`src/rtl/lp_stop_pkg.sv`:
```
package lp_stop_pkg;

  typedef enum logic [1:0] {
    MODE_STOP1 = 2'd0,
    MODE_STOP2 = 2'd1,
    MODE_VLPS  = 2'd2
  } stop_mode_e;

  typedef enum logic [3:0] {
    S_RUN,
    S_CPU_OFF,
    S_MST_REQ,
    S_SLV_REQ,
    S_GATE,
    S_PWR_DN,
    S_STOPPED,
    S_PWR_UP,
    S_CLK_ON,
    S_SLV_REL,
    S_MST_REL,
    S_CPU_ON,
    S_FAULT
  } seq_state_e;

  typedef struct packed {
    logic cpu;
    logic sys;
    logic bus;
    logic gen;
    logic lp;
    logic stp;
    logic rrq;
  } seq_ctl_t;

  localparam seq_ctl_t CTL_RUN = '{cpu: 1'b1, sys: 1'b1, bus: 1'b1, gen: 1'b1,
                                   lp: 1'b0, stp: 1'b0, rrq: 1'b0};

endpackage

```
`src/rtl/lp_ack_group.sv`:
```
module lp_ack_group #(
  parameter int W = 2
) (
  input  logic         clk,
  input  logic         rst,
  input  logic         req_set,
  input  logic [W-1:0] ack_i,
  output logic [W-1:0] req_o,
  output logic         all_up,
  output logic         all_down
);

  for (genvar i = 0; i < W; i++) begin : g_req
    logic r_q;
    always_ff @(posedge clk) begin
      if (rst) r_q <= 1'b0;
      else     r_q <= req_set;
    end
    assign req_o[i] = r_q;
  end

  assign all_up   = &ack_i;
  assign all_down = ~|ack_i;

endmodule

```
`src/rtl/lp_phase_timer.sv`:
```
module lp_phase_timer #(
  parameter int CW = 8
) (
  input  logic          clk,
  input  logic          rst,
  input  logic          restart,
  input  logic [CW-1:0] limit,
  output logic          expired
);

  logic [CW-1:0] cnt_q;

  always_ff @(posedge clk) begin
    if (rst || restart)     cnt_q <= '0;
    else if (cnt_q != limit) cnt_q <= cnt_q + 1'b1;
  end

  assign expired = (cnt_q == limit);

endmodule

```
`src/rtl/lp_stop_fsm.sv`:
```
module lp_stop_fsm
  import lp_stop_pkg::*;
(
  input  logic       clk,
  input  logic       rst,
  input  logic       stop_req,
  input  logic [1:0] mode,
  input  logic       keep,
  input  logic       wake,
  input  logic       m_all,
  input  logic       m_none,
  input  logic       s_all,
  input  logic       s_none,
  input  logic       tmo_hit,
  output logic       restart,
  output logic       mreq_d,
  output logic       sreq_d,
  output seq_ctl_t   ctl_q
);

  seq_state_e st_q, st_d;
  logic [1:0] mode_q, mode_d;
  logic       keep_q, keep_d;
  logic       is_vlps, is_stop2;
  seq_ctl_t   ctl_d;

  always_comb begin
    mode_d = mode_q;
    keep_d = keep_q;
    if (st_q == S_RUN && stop_req) begin
      mode_d = mode;
      keep_d = keep;
    end
  end

  assign is_vlps  = (mode_d == MODE_VLPS);
  assign is_stop2 = (mode_d == MODE_STOP2);

  always_comb begin
    st_d = st_q;
    unique case (st_q)
      S_RUN:     if (stop_req) st_d = S_CPU_OFF;
      S_CPU_OFF: st_d = wake ? S_CPU_ON : S_MST_REQ;
      S_MST_REQ: begin
        if (tmo_hit && !m_all) st_d = S_FAULT;
        else if (wake)         st_d = S_MST_REL;
        else if (m_all)        st_d = S_SLV_REQ;
      end
      S_SLV_REQ: begin
        if (tmo_hit && !s_all) st_d = S_FAULT;
        else if (wake)         st_d = S_SLV_REL;
        else if (s_all)        st_d = S_GATE;
      end
      S_GATE: begin
        if (wake)         st_d = S_CLK_ON;
        else if (is_vlps) st_d = S_PWR_DN;
        else              st_d = S_STOPPED;
      end
      S_PWR_DN:  st_d = wake ? S_PWR_UP : S_STOPPED;
      S_STOPPED: if (wake) st_d = is_vlps ? S_PWR_UP : S_CLK_ON;
      S_PWR_UP:  st_d = S_CLK_ON;
      S_CLK_ON:  st_d = S_SLV_REL;
      S_SLV_REL: begin
        if (s_none)       st_d = S_MST_REL;
        else if (tmo_hit) st_d = S_FAULT;
      end
      S_MST_REL: begin
        if (m_none)       st_d = S_CPU_ON;
        else if (tmo_hit) st_d = S_FAULT;
      end
      S_CPU_ON:  st_d = S_RUN;
      S_FAULT:   st_d = S_FAULT;
      default:   st_d = S_FAULT;
    endcase
  end

  always_comb begin
    ctl_d  = CTL_RUN;
    mreq_d = 1'b0;
    sreq_d = 1'b0;
    unique case (st_d)
      S_CPU_OFF: ctl_d.cpu = 1'b0;
      S_MST_REQ: begin
        ctl_d.cpu = 1'b0;
        mreq_d    = 1'b1;
      end
      S_SLV_REQ, S_CLK_ON: begin
        ctl_d.cpu = 1'b0;
        mreq_d    = 1'b1;
        sreq_d    = 1'b1;
      end
      S_GATE, S_PWR_DN, S_STOPPED, S_PWR_UP: begin
        ctl_d.cpu = 1'b0;
        ctl_d.sys = 1'b0;
        ctl_d.bus = is_stop2;
        mreq_d    = 1'b1;
        sreq_d    = 1'b1;
        if ((st_d == S_PWR_DN) || (st_d == S_STOPPED && is_vlps)) begin
          ctl_d.gen = keep_d;
          ctl_d.lp  = 1'b1;
        end
        ctl_d.stp = (st_d == S_STOPPED);
      end
      S_SLV_REL: begin
        ctl_d.cpu = 1'b0;
        mreq_d    = 1'b1;
      end
      S_MST_REL: ctl_d.cpu = 1'b0;
      S_FAULT:   ctl_d.rrq = 1'b1;
      default:   ctl_d = CTL_RUN;
    endcase
  end

  always_ff @(posedge clk) begin
    if (rst) begin
      st_q   <= S_RUN;
      mode_q <= MODE_STOP1;
      keep_q <= 1'b0;
      ctl_q  <= CTL_RUN;
    end else begin
      st_q   <= st_d;
      mode_q <= mode_d;
      keep_q <= keep_d;
      ctl_q  <= ctl_d;
    end
  end

  assign restart = (st_d != st_q);

endmodule

```
`src/rtl/lp_stop_seq.sv`:
```
module lp_stop_seq
  import lp_stop_pkg::*;
#(
  parameter int N_MST = 2,
  parameter int N_SLV = 3,
  parameter int TMO_W = 8
) (
  input  logic             clk,
  input  logic             rst,
  input  logic             stop_req_i,
  input  logic [1:0]       mode_i,
  input  logic             gen_keep_i,
  input  logic             wake_i,
  input  logic [TMO_W-1:0] tmo_limit_i,
  output logic [N_MST-1:0] mst_req_o,
  input  logic [N_MST-1:0] mst_ack_i,
  output logic [N_SLV-1:0] slv_req_o,
  input  logic [N_SLV-1:0] slv_ack_i,
  output logic             cpu_clk_en_o,
  output logic             sys_clk_en_o,
  output logic             bus_clk_en_o,
  output logic             gen_en_o,
  output logic             lp_reg_o,
  output logic             stopped_o,
  output logic             ack_rst_req_o
);

  logic     m_all, m_none, s_all, s_none;
  logic     mreq_d, sreq_d, restart, tmo_hit;
  seq_ctl_t ctl;

  lp_ack_group #(.W(N_MST)) u_mst (
    .clk(clk), .rst(rst), .req_set(mreq_d), .ack_i(mst_ack_i),
    .req_o(mst_req_o), .all_up(m_all), .all_down(m_none)
  );

  lp_ack_group #(.W(N_SLV)) u_slv (
    .clk(clk), .rst(rst), .req_set(sreq_d), .ack_i(slv_ack_i),
    .req_o(slv_req_o), .all_up(s_all), .all_down(s_none)
  );

  lp_phase_timer #(.CW(TMO_W)) u_tmr (
    .clk(clk), .rst(rst), .restart(restart), .limit(tmo_limit_i),
    .expired(tmo_hit)
  );

  lp_stop_fsm u_fsm (
    .clk(clk), .rst(rst), .stop_req(stop_req_i), .mode(mode_i),
    .keep(gen_keep_i), .wake(wake_i), .m_all(m_all), .m_none(m_none),
    .s_all(s_all), .s_none(s_none), .tmo_hit(tmo_hit), .restart(restart),
    .mreq_d(mreq_d), .sreq_d(sreq_d), .ctl_q(ctl)
  );

  assign cpu_clk_en_o  = ctl.cpu;
  assign sys_clk_en_o  = ctl.sys;
  assign bus_clk_en_o  = ctl.bus;
  assign gen_en_o      = ctl.gen;
  assign lp_reg_o      = ctl.lp;
  assign stopped_o     = ctl.stp;
  assign ack_rst_req_o = ctl.rrq;

endmodule

```
`config.mk`:
```
export PLATFORM = sky130hd
export DESIGN_NAME = lp_stop_seq
export DESIGN_NICKNAME = d
export VERILOG_FILES = /design/src/rtl/lp_stop_pkg.sv /design/src/rtl/lp_ack_group.sv /design/src/rtl/lp_phase_timer.sv /design/src/rtl/lp_stop_fsm.sv /design/src/rtl/lp_stop_seq.sv
export SDC_FILE = /design/constraint.sdc
export NUM_CORES = 1
export LEC_CHECK = 0
export BUFFER_PORTS_ARGS = -buffer_cell sky130_fd_sc_hd__buf_2
export CAP_MARGIN = 0
export CORE_ASPECT_RATIO = 0.7
export CORE_MARGIN = 2
export CORE_UTILIZATION = 45
export CTS_CLUSTER_SIZE = 40
export DETAILED_ROUTE_END_ITERATION = 8
export GPL_ROUTABILITY_DRIVEN = 1
export HOLD_SLACK_MARGIN = 0.05
export PLACE_DENSITY = 0.67
export SLEW_MARGIN = 20
export SYNTH_ARGS = -nofsm -noshare
export SYNTH_HDL_FRONTEND = slang
export SYNTH_HIERARCHICAL = 1
export SYNTH_SLANG_ARGS = --single-unit
```
`constraint.sdc`:
```
create_clock -name clk -period 3 [get_ports clk]
set_clock_uncertainty 0.2 [all_clocks]
set_input_delay 0.15 -clock clk [delete_from_list [all_inputs] [get_ports clk]]
set_output_delay 0.15 -clock clk [all_outputs]
set_load 0.005 [all_outputs]
```
==> metrics.txt, run 1 <==
RSZ-0062 raised after global routing=true; Final Cell Area=0.00216 mm²; Syn Nets=218; die width=77.9 µm; status=finished, violations left; Mapped Area=0.00172 mm²; syn_area_per_cell=8.73 µm²; area added between synthesis and finish=25.4%; Synth top area share=0.279; Max Clk Rate=318 MHz; layout cell share with drive strength beyond 1=0.382; min cycle time layout=3.15 ns; # diodes=0; sequential area share after synthesis=0.279; Final Cycle Share=1.05; worst-case reg-to-reg path depth=10; Via density=5.43; switching share of power=0.398; WL final=4.03 mm; Synth area leader=dfxtp_1; Peak VDD IR=0.504 mV; DRT iter0 DRCs=113; CTS tree=yes; DP Area=0.00201 mm²; hold slack=0.0723 ns; hold wc startpoint=rst; clk_lat worst skew=0.26 ns; synth top area cells=dfxtp_1 28%, mux2i_1 5.2%, xnor2_1 5.1%; worst min path class=in -> reg; failing checks=negative setup slack; Power per Cell Area=698 mW/mm²; input/output buffers=31; crit path cell chain=xnor2_2, nand4_1, nor2_4, a2111oi_0, nor3_1, a22oi_1, nor2_1, or4_4, or3_1, mux2i_1; Comb pwr share=0.618; switching pwr=0.599 mW; Setup WS pre-CTS=-0.157 ns; WHS Endpoint=u_fsm/st_q[0]; overall power=1.51 mW; sequential power share=0.261; 1st-pass router iterations=4; setup ws final=-0.148 ns; cell-internal power=0.907 mW; clock share of power=0.121; Arr. time, crit path=3.11 ns; Leak Pwr=0.912 nW; Final nets=269; RD Place Congestion=0.909; Yosys warning count=6; share of async-settable or async-resettable flops after synthesis=0; Detail Route Antenna Nets=0; DP Wirelength=3.00 mm; Setup violations, final=6; Top Ports=32; CP Max Fanout=8; pin count of the biggest net entering global routing=21; vias in the first global route=1281; Post-synth EDFFs=0; CTS root buf=clkbuf_8; setup TNS=-0.299 ns; Critical R2R Launch=u_tmr/cnt_q[7]; post-synthesis cell count=197; initial core utilization=0.477; H-tree levels=1; Cell Rows=18; Die H=55.7 µm; CORE AREA=0.00360 mm²; Startpoint Class=flip-flop; predominant post-synthesis flop cell=dfxtp_1; number of max-cap violations=0; crit path from=u_tmr/cnt_q[7]; clock slew at reported path FFs=0.08 ns; first-pass GRT wire length=6.26 mm; slowest cell delay on critical path=0.59 ns; # fillers=325; Slew Limit Fails=0; DRC=0; FF-to-FF setup slack=-0.15 ns; hold depth=2; worst r2r dst=u_tmr/cnt_q[4]; WP data required=2.96 ns; cell with the most instances after synthesis=dfxtp_1; CP max-delay cell=or4_4; Avg WL per Cell=13.6 µm; Slew Limit Headroom=0.654; overflow left after global routing=0; post-synthesis cell type count=63; Hold Fails Final Rpt=0; critical path type=reg -> reg; synth cell count leaders=24 x dfxtp_1, 17 x nand2_1, 12 x a21oi_1, 11 x nor2_1, 10 x xnor2_1; Num CTS Buffers=3; die area=0.00434 mm²; Total GRT Usage=0.177; Clock Path Buffers=2; initial antenna violation count=0; Slew @ Worst Pin=0.517 ns; CP Capture Type=flip-flop; flops & latches, synth=24; vias=1607; CTS sink cnt=24
[worst max-delay path: cells and delay by family (launching register included)]
kind / cells / cell delay, ns
and+or+nand+nor: 6 / 1.51
AOI/OAI and AO/OA: 2 / 0.63
xor gates and xnor gates: 1 / 0.13
muxes: 1 / 0.21
DFF: 1 / 0.36
[cell usage in the layout, fill, tap and decap left out, types with 2 or more instances in the layout]
| cell type | instances |
|---|---|
| a211oi_2 | 4 |
| a21oi_1 | 12 |
| and2_1 | 4 |
| buf_2 | 31 |
| buf_4 | 30 |
| clkbuf_8 | 3 |
| dfxtp_1 | 21 |
| dfxtp_2 | 2 |
| dlygate4sd3_1 | 3 |
| inv_1 | 3 |
| mux2i_1 | 9 |
| nand2_1 | 17 |
| nand2b_1 | 5 |
| nand3_1 | 5 |
| nand4_1 | 3 |
| nor2_1 | 10 |
| nor3_1 | 4 |
| nor3b_1 | 5 |
| o211a_1 | 2 |
| o21a_1 | 2 |
| o21ai_0 | 9 |
| o21ba_2 | 2 |
| or3_1 | 6 |
| or3b_1 | 3 |
| xnor2_1 | 6 |
| xnor2_2 | 4 |
[power by group through the flow]
| stage | sequential, mW | clock (mW) | combinational, mW |
|---|---|---|---|
| finish | 0.393 | 0.183 | 0.930 |
| global route | 0.400 | 0.205 | 1.01 |
| floorplan | 0.398 | 0 | 0.658 |
| global placement | 0.401 | 0 | 0.868 |
| detailed placement | 0.402 | 0 | 0.872 |
| CTS | 0.394 | 0.190 | 0.901 |
[flip-flops by register name, summed over array words and instances (netlist names)]
| register | count |
|---|---|
| u_tmr/cnt_q | 8 |
| u_fsm/st_q | 4 |
| u_slv/g_req.r_q | 1 |
| u_mst/g_req.r_q | 1 |
| u_fsm/keep_q | 1 |
| u_fsm/mode_q | 2 |
| u_fsm/ctl_q | 7 |
[per-layer routing]
metal,up-vias,wire length (µm),GRT usage
met2,44,1700,0.244
met3,2,225,0.0406
met5,-,0,0
li1,821,-,-
met1,740,2110,0.287
met4,0,8,0.00752
[logic make-up after synthesis]
family | count (synthesis) | share of synthesized area
AOI/OAI and AO/OA | 52 | 0.244
adders and majority gates | 1 | 0.00727
buffers and inverters | 21 | 0.0829
and+or+nand+nor | 79 | 0.274
muxes | 10 | 0.0611
xor gates and xnor gates | 10 | 0.0509
DFF | 24 | 0.279
[cell type report]
| cell class | instances | area, µm² | share of cell area |
|---|---|---|---|
| Tap cell | 50 | 62.6 | 0.0290 |
| Inverter | 3 | 11.3 | 0.00522 |
| Sequential cell | 24 | 487 | 0.226 |
| Multi-Input combinational cell | 152 | 1140 | 0.531 |
| Clock buffer | 3 | 41.3 | 0.0191 |
| Timing Repair Buffer | 64 | 410 | 0.190 |
[worst max-delay path by stage]
| stage | endpoint | slack (ns) | depth (start not counted) |
|---|---|---|---|
| after floorplan | u_tmr/cnt_q[0] | 0.07 | 11 |
| after global placement | u_tmr/cnt_q[4] | -0.13 | 11 |
| after detailed placement | u_tmr/cnt_q[4] | -0.16 | 11 |
| after CTS | u_tmr/cnt_q[4] | 0.01 | 11 |
| after global routing | u_tmr/cnt_q[4] | -0.19 | 11 |
| final | u_tmr/cnt_q[4] | -0.15 | 10 |
[through the flow]
| stage | utilization | std cells |
|---|---|---|
| finish | 0.599 | 296 |
| global route | 0.599 | 296 |
| CTS | 0.581 | 293 |
| floorplan | - | 197 |
| global placement | 0.558 | 287 |
| detailed placement | 0.558 | 287 |
[repair_timing]
| item | 4_1_cts | 5_1_grt |
|---|---|---|
| hold endpoints to repair | 5 | 0 |
| gates resized for setup | 3 | 9 |
| buffers inserted | 0 | 3 |
| pin swaps | 0 | 6 |
| hold buffers | 3 | 0 |
| endpoints found under the setup margin | 8 | 8 |
Note: power is estimated with default switching activity, not from simulation.
==> run 2: changes to the inputs <==
--- a/config.mk
+++ b/config.mk
@@ -15,7 +15,7 @@
 export GPL_ROUTABILITY_DRIVEN = 1
 export HOLD_SLACK_MARGIN = 0.05
 export PLACE_DENSITY = 0.67
-export SLEW_MARGIN = 20
+export SKIP_CTS_REPAIR_TIMING = 1
 export SYNTH_ARGS = -nofsm -noshare
 export SYNTH_HDL_FRONTEND = slang
 export SYNTH_HIERARCHICAL = 1
==> run 2 against run 1 <==
Net effect: the flow still finishes with violations (negative setup slack); critical path depth unchanged; clock power hardly changed; via count down 0.25%; first-iteration DRC count is 12% lower; sequential power about the same; flip-flop and latch count unchanged; global-route usage shrank 0.10 points; setup slack better by 0.043 ns; register-to-register slack improved by 0.04 ns; wire length down 0.74%; count of clock-buffer cells in the layout is the same.
==> metrics.txt, run 2 (same netlist as run 1, synthesis figures left out) <==
status=finished, violations left (unchanged); failing checks=negative setup slack (unchanged); Max Used Layer=met4 (unchanged); initial core utilization=0.477 (unchanged); input/output buffers=31 (unchanged); DP Wirelength=3.00 mm (unchanged); WHS Endpoint=u_fsm/st_q[0] (unchanged); layout cell share with drive strength beyond 1=0.386 (was 0.382); CTS root buf=clkbuf_8 (unchanged); crit path cell chain=xnor2_2, nand4_1, nor2_4, a2111oi_0, nor3_1, a22oi_1, nor2_1, or4_4, or3_1, mux2i_1 (unchanged); max reg flops=8 (unchanged); vias=1603 (was 1607); Cell Rows=18 (unchanged); H-tree levels=1 (unchanged); min cycle time layout=3.10 ns (was 3.15 ns); DRC=0 (unchanged); clock share of power=0.122 (was 0.121); sum of routed wire segments on met1=2.05 mm (was 2.11 mm); Final nets=269 (unchanged); die area=0.00434 mm² (unchanged); CP Capture Type=flip-flop (unchanged); first-pass GRT wire length=6.21 mm (was 6.26 mm); Leak Pwr=0.915 nW (was 0.912 nW); pin count of the biggest net entering global routing=21 (unchanged); Comb pwr share=0.617 (was 0.618); critical path type=reg -> reg (unchanged); area added between synthesis and finish=25.9% (was 25.4%); Peak VDD IR=0.521 mV (was 0.504 mV); WL final=4.00 mm (was 4.03 mm); most frequent cells in the layout=31 x buf_2, 30 x buf_4, 21 x dfxtp_1 (unchanged); # diodes=0 (unchanged); overflow left after global routing=0 (unchanged); worst-case reg-to-reg path depth=10 (unchanged); switching share of power=0.397 (was 0.398); met2 wire len=1.68 mm (was 1.70 mm); Avg WL per Cell=13.5 µm (was 13.6 µm); Setup violations, final=2 (was 6); number of max-cap violations=0 (unchanged); RD Place Congestion=0.909 (unchanged); clk_lat worst skew=0.26 ns (about the same); Power per Cell Area=696 mW/mm² (was 698 mW/mm²); Setup WS pre-CTS=-0.157 ns (unchanged); DRT iter0 DRCs=100 (was 113); Critical R2R Launch=u_tmr/cnt_q[7] (unchanged); Slew Limit Fails=0 (unchanged); FF-to-FF setup slack=-0.10 ns (was -0.15 ns); Via density=5.42 (was 5.43); Hold Fails Final Rpt=0 (unchanged); Biggest register=u_tmr/cnt_q (unchanged); RSZ-0062 raised after global routing=true (unchanged); switching pwr=0.598 mW (was 0.599 mW); CP Max Fanout=8 (unchanged); CP max-delay cell=or4_4 (unchanged); Slew @ Worst Pin=0.540 ns (was 0.517 ns); CTS tree=yes (unchanged); Startpoint Class=flip-flop (unchanged); hold depth=2 (unchanged); Arr. time, crit path=3.07 ns (was 3.11 ns); slowest cell delay on critical path=0.59 ns (about the same); commonest non-fill, non-tap cell in the layout=buf_2 (unchanged); Total GRT Usage=0.176 (was 0.177); post-layout util=0.601 (was 0.599); # fillers=320 (was 325); met3 WL=264 µm (was 225 µm); setup ws final=-0.105 ns (was -0.148 ns); CORE AREA=0.00360 mm² (unchanged); initial antenna violation count=0 (unchanged); Die H=55.7 µm (unchanged); WP data required=2.96 ns (about the same); die width=77.9 µm (unchanged); CTS sink cnt=24 (unchanged); Slew Limit Headroom=0.639 (was 0.654); Detail Route Antenna Nets=0 (unchanged); Top Ports=32 (unchanged); clock slew at reported path FFs=0.08 ns (about the same); cell-internal power=0.909 mW (was 0.907 mW); hold wc startpoint=rst (unchanged); worst r2r dst=u_tmr/cnt_q[4] (unchanged); Clock Path Buffers=2 (unchanged); Max Clk Rate=322 MHz (was 318 MHz); sequential power share=0.261 (about the same); Num CTS Buffers=3 (unchanged); Largest regs=u_tmr/cnt_q: 8 flops, u_fsm/ctl_q: 7 flops, u_fsm/st_q: 4 flops (unchanged); Final Cycle Share=1.03 (was 1.05); vias in the first global route=1264 (was 1281); worst min path class=in -> reg (unchanged); 1st-pass router iterations=4 (unchanged)
run 2: cell types whose count changed in the layout (fill, tap and decap cells not counted):
| cell | previous run | this run |
|---|---|---|
| or3b_1 | 3 | 2 |
| o21ba_4 | 0 | 1 |
| or3b_4 | 1 | 2 |
| o21ba_2 | 2 | 1 |
run 2: layout make-up:
type | instances | area [µm²] | area share
Clock buffer | 3 | 41.3 | 0.0191
Inverter | 3 | 11.3 | 0.00520
Multi-Input combinational cell | 152 | 1150 | 0.533
Sequential cell | 24 | 487 | 0.225
Tap cell | 50 | 62.6 | 0.0289
Timing Repair Buffer | 64 | 410 | 0.189
run 2: through the flow:
| stage | power [mW] | setup TNS (ns) | cells | hold slack [ns] | cell area, µm² |
|---|---|---|---|---|---|
| finish | 1.51 | -0.105 | 296 | 0.0699 | 2170 |
| global route | 1.62 | -0.755 | 296 | 0.0743 | 2170 |
| CTS | 1.46 | -1.43 | 290 | -0.0630 | 2050 |
| detailed placement | 1.27 | -1.09 | 287 | 0.213 | 2010 |
| global placement | 1.27 | -0.852 | 287 | 0.209 | 2010 |
| floorplan | 1.06 | 0 | 197 | 0.0158 | 1720 |
run 2: worst max-delay path: cells and delay by family (launching register included):
family / cells / cell delay (ns)
xor+xnor: 1 / 0.14
mux: 1 / 0.22
flops: 1 / 0.36
compound gates: 2 / 0.61
simple gates: 6 / 1.48
run 2: worst max path at each step:
stage	startpoint	to	slack, ns	cells after the start
3_3_place_gp	u_tmr/cnt_q[5]	u_tmr/cnt_q[4]	-0.13	11
6_report	u_tmr/cnt_q[7]	u_tmr/cnt_q[4]	-0.10	10
4_1_cts	u_tmr/cnt_q[5]	u_tmr/cnt_q[4]	-0.22	11
5_1_grt	u_tmr/cnt_q[4]	u_tmr/cnt_q[4]	-0.19	11
3_5_place_dp	u_tmr/cnt_q[5]	u_tmr/cnt_q[4]	-0.16	11
2_1_floorplan	u_tmr/cnt_q[4]	u_tmr/cnt_q[0]	0.07	11
run 2: power groups by stage:
stage	clock (mW)	combinational [mW]	sequential [mW]
after detailed placement	0	0.872	0.402
after global placement	0	0.868	0.401
after floorplan	0	0.658	0.398
final	0.184	0.930	0.393
after CTS	0.190	0.879	0.394
after global routing	0.205	1.01	0.400
run 2: routing by layer:
layer,vias up,global-route usage
li1,816,-
met1,730,0.286
met2,55,0.240
met3,2,0.0422
met4,0,0.00752
met5,-,0
